## src/rtl/canmb_pkg.sv

```systemverilog
package canmb_pkg;
  parameter int unsigned EXT_ID_W = 29;
  parameter int unsigned STD_ID_W = 11;

  typedef enum logic [1:0] {
    MODE_OFF        = 2'd0,
    MODE_KEEP_FIRST = 2'd1,
    MODE_KEEP_LAST  = 2'd2,
    MODE_RSVD       = 2'd3
  } mb_mode_e;

  // identifier compare under mask; ext selects the compare width
  function automatic logic id_hit(input logic [EXT_ID_W-1:0] frame_id,
                                  input logic [EXT_ID_W-1:0] prog_id,
                                  input logic [EXT_ID_W-1:0] mask,
                                  input logic                ext);
    logic [EXT_ID_W-1:0] width_sel;
    width_sel = ext ? {EXT_ID_W{1'b1}}
                    : {{(EXT_ID_W-STD_ID_W){1'b0}}, {STD_ID_W{1'b1}}};
    return ((frame_id & mask & width_sel) == (prog_id & mask & width_sel));
  endfunction

  function automatic logic mode_receives(input mb_mode_e m);
    return (m == MODE_KEEP_FIRST) || (m == MODE_KEEP_LAST);
  endfunction
endpackage

```

## src/rtl/canmb_filter.sv

```systemverilog
module canmb_filter
  import canmb_pkg::*;
(
  input  logic                frame_strobe,
  input  logic [EXT_ID_W-1:0] frame_id,
  input  logic [EXT_ID_W-1:0] prog_id,
  input  logic [EXT_ID_W-1:0] prog_mask,
  input  logic                ext_sel,
  input  mb_mode_e            mode,
  input  logic                mode_write,
  output logic                accept
);
  logic hit;

  always_comb begin
    hit    = id_hit(frame_id, prog_id, prog_mask, ext_sel);
    accept = frame_strobe && hit && mode_receives(mode) && !mode_write;
  end
endmodule

```

## src/rtl/canmb_flags.sv

```systemverilog
module canmb_flags
  import canmb_pkg::*;
(
  input  logic     clk,
  input  logic     rst_n,
  input  mb_mode_e mode,
  input  logic     accept,
  input  logic     release_req,
  input  logic     status_read,
  input  logic     mode_write,
  output logic     store_en,
  output logic     lost_evt,
  output logic     ready,
  output logic     lost
);
  logic buf_free;

  always_comb begin
    buf_free = !ready || release_req;
    store_en = accept && ((mode == MODE_KEEP_LAST) || buf_free);
    lost_evt = accept && !buf_free;
  end

  always_ff @(posedge clk or negedge rst_n) begin
    if (!rst_n) begin
      ready <= 1'b0;
      lost  <= 1'b0;
    end else if (mode_write) begin
      ready <= 1'b0;
      lost  <= 1'b0;
    end else begin
      if (store_en)         ready <= 1'b1;
      else if (release_req) ready <= 1'b0;
      if (lost_evt)         lost  <= 1'b1;
      else if (status_read) lost  <= 1'b0;
    end
  end
endmodule

```

## src/rtl/canmb_store.sv

```systemverilog
module canmb_store #(
  parameter int unsigned ID_W    = 29,
  parameter int unsigned N_BYTES = 8,
  parameter int unsigned LEN_W   = 4
) (
  input  logic                 clk,
  input  logic                 rst_n,
  input  logic                 store_en,
  input  logic [ID_W-1:0]      in_id,
  input  logic [N_BYTES*8-1:0] in_data,
  input  logic [LEN_W-1:0]     in_len,
  output logic [ID_W-1:0]      out_id,
  output logic [N_BYTES*8-1:0] out_data,
  output logic [LEN_W-1:0]     out_len
);
  // every lane and the header load on the same edge
  for (genvar b = 0; b < N_BYTES; b++) begin : g_lane
    always_ff @(posedge clk or negedge rst_n) begin
      if (!rst_n)        out_data[b*8 +: 8] <= '0;
      else if (store_en) out_data[b*8 +: 8] <= in_data[b*8 +: 8];
    end
  end

  always_ff @(posedge clk or negedge rst_n) begin
    if (!rst_n) begin
      out_id  <= '0;
      out_len <= '0;
    end else if (store_en) begin
      out_id  <= in_id;
      out_len <= in_len;
    end
  end
endmodule

```

## src/rtl/can_rx_mailbox.sv

```systemverilog
module can_rx_mailbox
  import canmb_pkg::*;
#(
  parameter int unsigned N_BYTES = 8,
  parameter int unsigned LEN_W   = 4
) (
  input  logic                    clk,
  input  logic                    rst_n,
  input  logic [EXT_ID_W-1:0]     cfg_id,
  input  logic [EXT_ID_W-1:0]     cfg_mask,
  input  logic                    cfg_ext,
  input  logic                    cfg_mode_wr,
  input  logic [1:0]              cfg_mode,
  input  logic                    irq_en,
  input  logic                    fr_valid,
  input  logic [EXT_ID_W-1:0]     fr_id,
  input  logic [N_BYTES*8-1:0]    fr_data,
  input  logic [LEN_W-1:0]        fr_len,
  input  logic                    sw_xfer_req,
  input  logic                    sw_status_rd,
  output logic                    mb_ready,
  output logic                    mb_lost,
  output logic                    mb_irq,
  output logic [EXT_ID_W-1:0]     mb_id,
  output logic [N_BYTES*8-1:0]    mb_data,
  output logic [LEN_W-1:0]        mb_len
);
  mb_mode_e mode_q;
  logic     acc_evt;
  logic     store_evt;
  logic     lost_evt;
  logic     keep_first;

  always_ff @(posedge clk or negedge rst_n) begin
    if (!rst_n)           mode_q <= MODE_OFF;
    else if (cfg_mode_wr) mode_q <= mb_mode_e'(cfg_mode);
  end

  assign keep_first = (mode_q == MODE_KEEP_FIRST);

  canmb_filter u_filter (
    .frame_strobe (fr_valid),
    .frame_id     (fr_id),
    .prog_id      (cfg_id),
    .prog_mask    (cfg_mask),
    .ext_sel      (cfg_ext),
    .mode         (mode_q),
    .mode_write   (cfg_mode_wr),
    .accept       (acc_evt)
  );

  canmb_flags u_flags (
    .clk         (clk),
    .rst_n       (rst_n),
    .mode        (mode_q),
    .accept      (acc_evt),
    .release_req (sw_xfer_req),
    .status_read (sw_status_rd),
    .mode_write  (cfg_mode_wr),
    .store_en    (store_evt),
    .lost_evt    (lost_evt),
    .ready       (mb_ready),
    .lost        (mb_lost)
  );

  canmb_store #(
    .ID_W    (EXT_ID_W),
    .N_BYTES (N_BYTES),
    .LEN_W   (LEN_W)
  ) u_store (
    .clk      (clk),
    .rst_n    (rst_n),
    .store_en (store_evt),
    .in_id    (fr_id),
    .in_data  (fr_data),
    .in_len   (fr_len),
    .out_id   (mb_id),
    .out_data (mb_data),
    .out_len  (mb_len)
  );

  assign mb_irq = mb_ready && irq_en;
endmodule

```

## config.mk

```make
export PLATFORM = sky130hd
export DESIGN_NAME = can_rx_mailbox
export DESIGN_NICKNAME = d
export VERILOG_FILES = /design/src/rtl/canmb_pkg.sv /design/src/rtl/canmb_filter.sv /design/src/rtl/canmb_flags.sv /design/src/rtl/canmb_store.sv /design/src/rtl/can_rx_mailbox.sv
export SDC_FILE = /design/constraint.sdc
export NUM_CORES = 1
export LEC_CHECK = 0
export BUFFER_PORTS_ARGS = -buffer_cell sky130_fd_sc_hd__buf_2
export CAP_MARGIN = 20
export CORE_AREA = 2 2 102 104
export DETAILED_ROUTE_END_ITERATION = 8
export DIE_AREA = 0 0 104 106
export GPL_TIMING_DRIVEN = 0
export PLACE_DENSITY = 0.8
export SLEW_MARGIN = 5
export SYNTH_ARGS = -nofsm -noshare
export SYNTH_HDL_FRONTEND = slang
export SYNTH_SLANG_ARGS = --single-unit
```

## constraint.sdc

```tcl
create_clock -name clk -period 3.7 [get_ports clk]
set_input_delay 0.555 -clock clk [delete_from_list [all_inputs] [get_ports clk]]
set_output_delay 0.555 -clock clk [all_outputs]
set_load 0.05 [all_outputs]
```

==> impl_results.md <==
* Cell area after layout at 5972 um2
* Post-CTS Setup Bufs at 0
* Arr. time, crit path at 2.59 ns
* Hold crit path type: primary input to asynchronous set/reset pin
* Core footprint at between 9000 and 10000 um2
* Hold Fails Final Rpt at 0
* Cell taking the most area after synthesis: dfrtp_1
* DP HPWL at 8624 um
* # hold bufs at CTS at 0
* GRT met2 Usage at between 30 and 40%
* Cell area after synthesis at 4242 um2
* Syn avg cell area at 15.48 um2
* Top cells by area, synth: dfrtp_1 (60%), mux2_2 (21%), xor2_1 (6.0%)
* Final setup viols at 0
* Max-slew headroom at a little under 60%
* Yosys Warn Count at 0
* WL per Instance at 15.48 um
* Reg clk slew, reported paths at 0.11 ns
* Met3 Usage GRT at 6.499%
* Post-cts sizing count at 0
* Clock sink total at between 100 and 150
* Via count at 3312
* Critical-path cell list: buf_2 -> xor2_1 -> a222oi_1 -> o21ai_1 -> a21oi_2 -> o2111a_1 -> buf_4 -> buf_12 -> buf_8 -> mux2_1
* Vias in the first global route at between 3000 and 4000
* Min Tclk post-route at approximately 2.4 ns
* Fmax at 422.6 MHz
* Global-route wire length before repair at about 17000 um
* CTS tree: built
* Cell with the most instances after synthesis: dfrtp_1
* Yosys top cell area share at between 50% and 60%
* Most Used Layer, Global Route: met2
* Gr usage total at roughly a fifth
* Largest net degree at the start of global routing at between 50 and 60
* DRT Pass-1 Iters at 4
* GPL Wtd Cong at 0.8826
* Syn_nets at 440
* Ys flop type: dfrtp_1
* Clock buffer count from CTS at 9
* CP max stage cell: a222oi_1
* Net count, final at 715
* Worst path required time at 3.93 ns
* Rows at 37
* Register area at 2527 um2
* Post-synth ARST share at 100.0%
* Mapped Cells at 274
* Met1 Usage GRT at 20.73%
* Pwr/cell area at roughly 400 nW/um2
* Clock Path Buffers at 2
* Initial antenna violation count at 0
* Max-Cap Viols at 0
* Slew @ Worst Pin at roughly 0.6 ns
* Maximum resistive drop on vdd at between 0.0002 and 0.00025 V
* Reg2Reg Depth at 10
* Grt total ovfl at 0
* I/O pin count at 265
* Layout overhead on the synthesized area at 40.80%
* Crit path kind: primary input to flip-flop
* Clk_lat worst skew at 0.36 ns
* Area occupied by multi-input gates at around 1600 um2
* Final period util at 63.95%
* Max incr delay on CP at 0.44 ns
* Setup_tns at 0 ns
* Via/cell ratio at 4.800
* Fillers at about 850
* Die Area at 11020 um2
* #FFs+latches synth at 101
* Die height at 106 um
* Max FO, Critical Path at 10
* Outcome: finished, final reports clean
* Root buf cell: clkbuf_8
* Startpoint types: primary input
* Number of synthesized flops with an enable pin at 0
* Fin Clk Skew at between 0.02 and 0.025 ns
* Area of placed instances at 5758 um2
* Slew Limit Fails at 0
* Unique masters post-synth at 28
* Die width at 104 um
* Routed wire length at ~11000 um
* Initial cell density of the core at 42.42%
* N_diodes at 0
* Post-route DRC at 0
* Total power at 2.398 mW
* Seq/Total Area, Yosys at 59.59%
* I/O Buffers at 263
* Iteration-0 DRC Markers at about 120
* H-tree depth at 3
* Crit. End Element: flip-flop
* Layout cells sized above 1 at 66.97%
* Commonest cells in the netlist: dfrtp_1 (101), mux2_2 (79), xor2_1 (29), mux2_1 (19), buf_4 (8)
* Leakage at ~3.5 nW
* RSZ-0062 raised after global routing: no
* Post-route ant nets at 0
## flip-flops by register name, indices dropped and copies added, names as in the netlist
name,count
u_flags.lost,1
u_store.out_len,4
mode_q,2
u_flags.ready,1
u_store.out_id,29
u_store.out_data,64
## per-stage QoR
stage,utilization [%],cells,setup slack (ns),hold WS [ns]
3_3_place_gp,57.28,673,1.022,0.4658
2_1_floorplan,-,274,1.450,0.2594
3_5_place_dp,57.58,674,0.9713,0.4692
4_1_cts,59.72,690,1.334,0.2005
5_1_grt,59.72,690,1.230,0.2202
6_report,59.72,690,1.334,0.1905
## critical path: cells and delay by family
| family | cells | cell delay (ns) |
|---|---|---|
| xor gates and xnor gates | 1 | 0.15 |
| muxes | 1 | 0.32 |
| AOI/OAI and AO/OA | 4 | 0.93 |
| buffers and inverters | 4 | 0.61 |
## cell type report
cell class / count / share of cell area, %
flip-flops and latches: 101 / 42.32
inverters: 3 / 0.1886
clock buffers: 10 / 2.305
repair buffers: 264 / 22.54
multi-input cells: 158 / 26.52
plain buffers: 12 / 1.990
clock inverters: 6 / 1.278
well taps: 136 / 2.849
## final timing paths
| kind | slack (ns) | to | from |
|---|---|---|---|
| min in group clk | 0.37 | u_flags.lost | sw_status_rd |
| max in group asynchronous | 2.81 | u_store.out_id[23] | rst_n |
| max | 1.33 | u_store.out_id[11] | fr_id[6] |
| max reg2reg | 1.42 | u_store.out_id[11] | mode_q[0] |
| min reg2reg | 0.49 | u_store.out_data[12] | u_store.out_data[12] |
| min | 0.19 | u_store.out_data[35] | rst_n |
## metal layers
layer	part of all wire (%)	vias up
met5	0	-
met4	2.3	0
met3	8.7	21
met2	52	168
met1	37	1597
li1	-	1526
## cell families after synthesis
kind of cell             count (synthesis)  synth area share, %
XOR/XNOR                                29                5.988
buffers and inverters                   15                3.068
AO/OA/AOI/OAI                           21                3.982
flip-flops                             101                59.59
AND/OR/NAND/NOR                          9                1.062
adder cells (fa/ha/maj)                  1               0.2949
multiplexers                            98                26.02
## where the power goes
| group | switching (mW) | total (mW) | leakage (nW) | internal, mW |
|---|---|---|---|---|
| clock | 0.391 | 0.735 | 0.109 | 0.344 |
| combinational | 0.315 | 0.479 | 2.02 | 0.164 |
| sequential | 0.0263 | 1.18 | 1.40 | 1.16 |
## layout by cell type, fill, tap and decap left out, drive strengths merged, types with 3 or more instances in the layout
cell type,netlist,final
a32oi,4,4
a22oi,6,6
nand2,3,3
clkbuf,1,11
inv,3,6
mux2,98,98
xor2,29,29
dfrtp,101,101
buf,11,275
(Power assumes the default switching activity.)
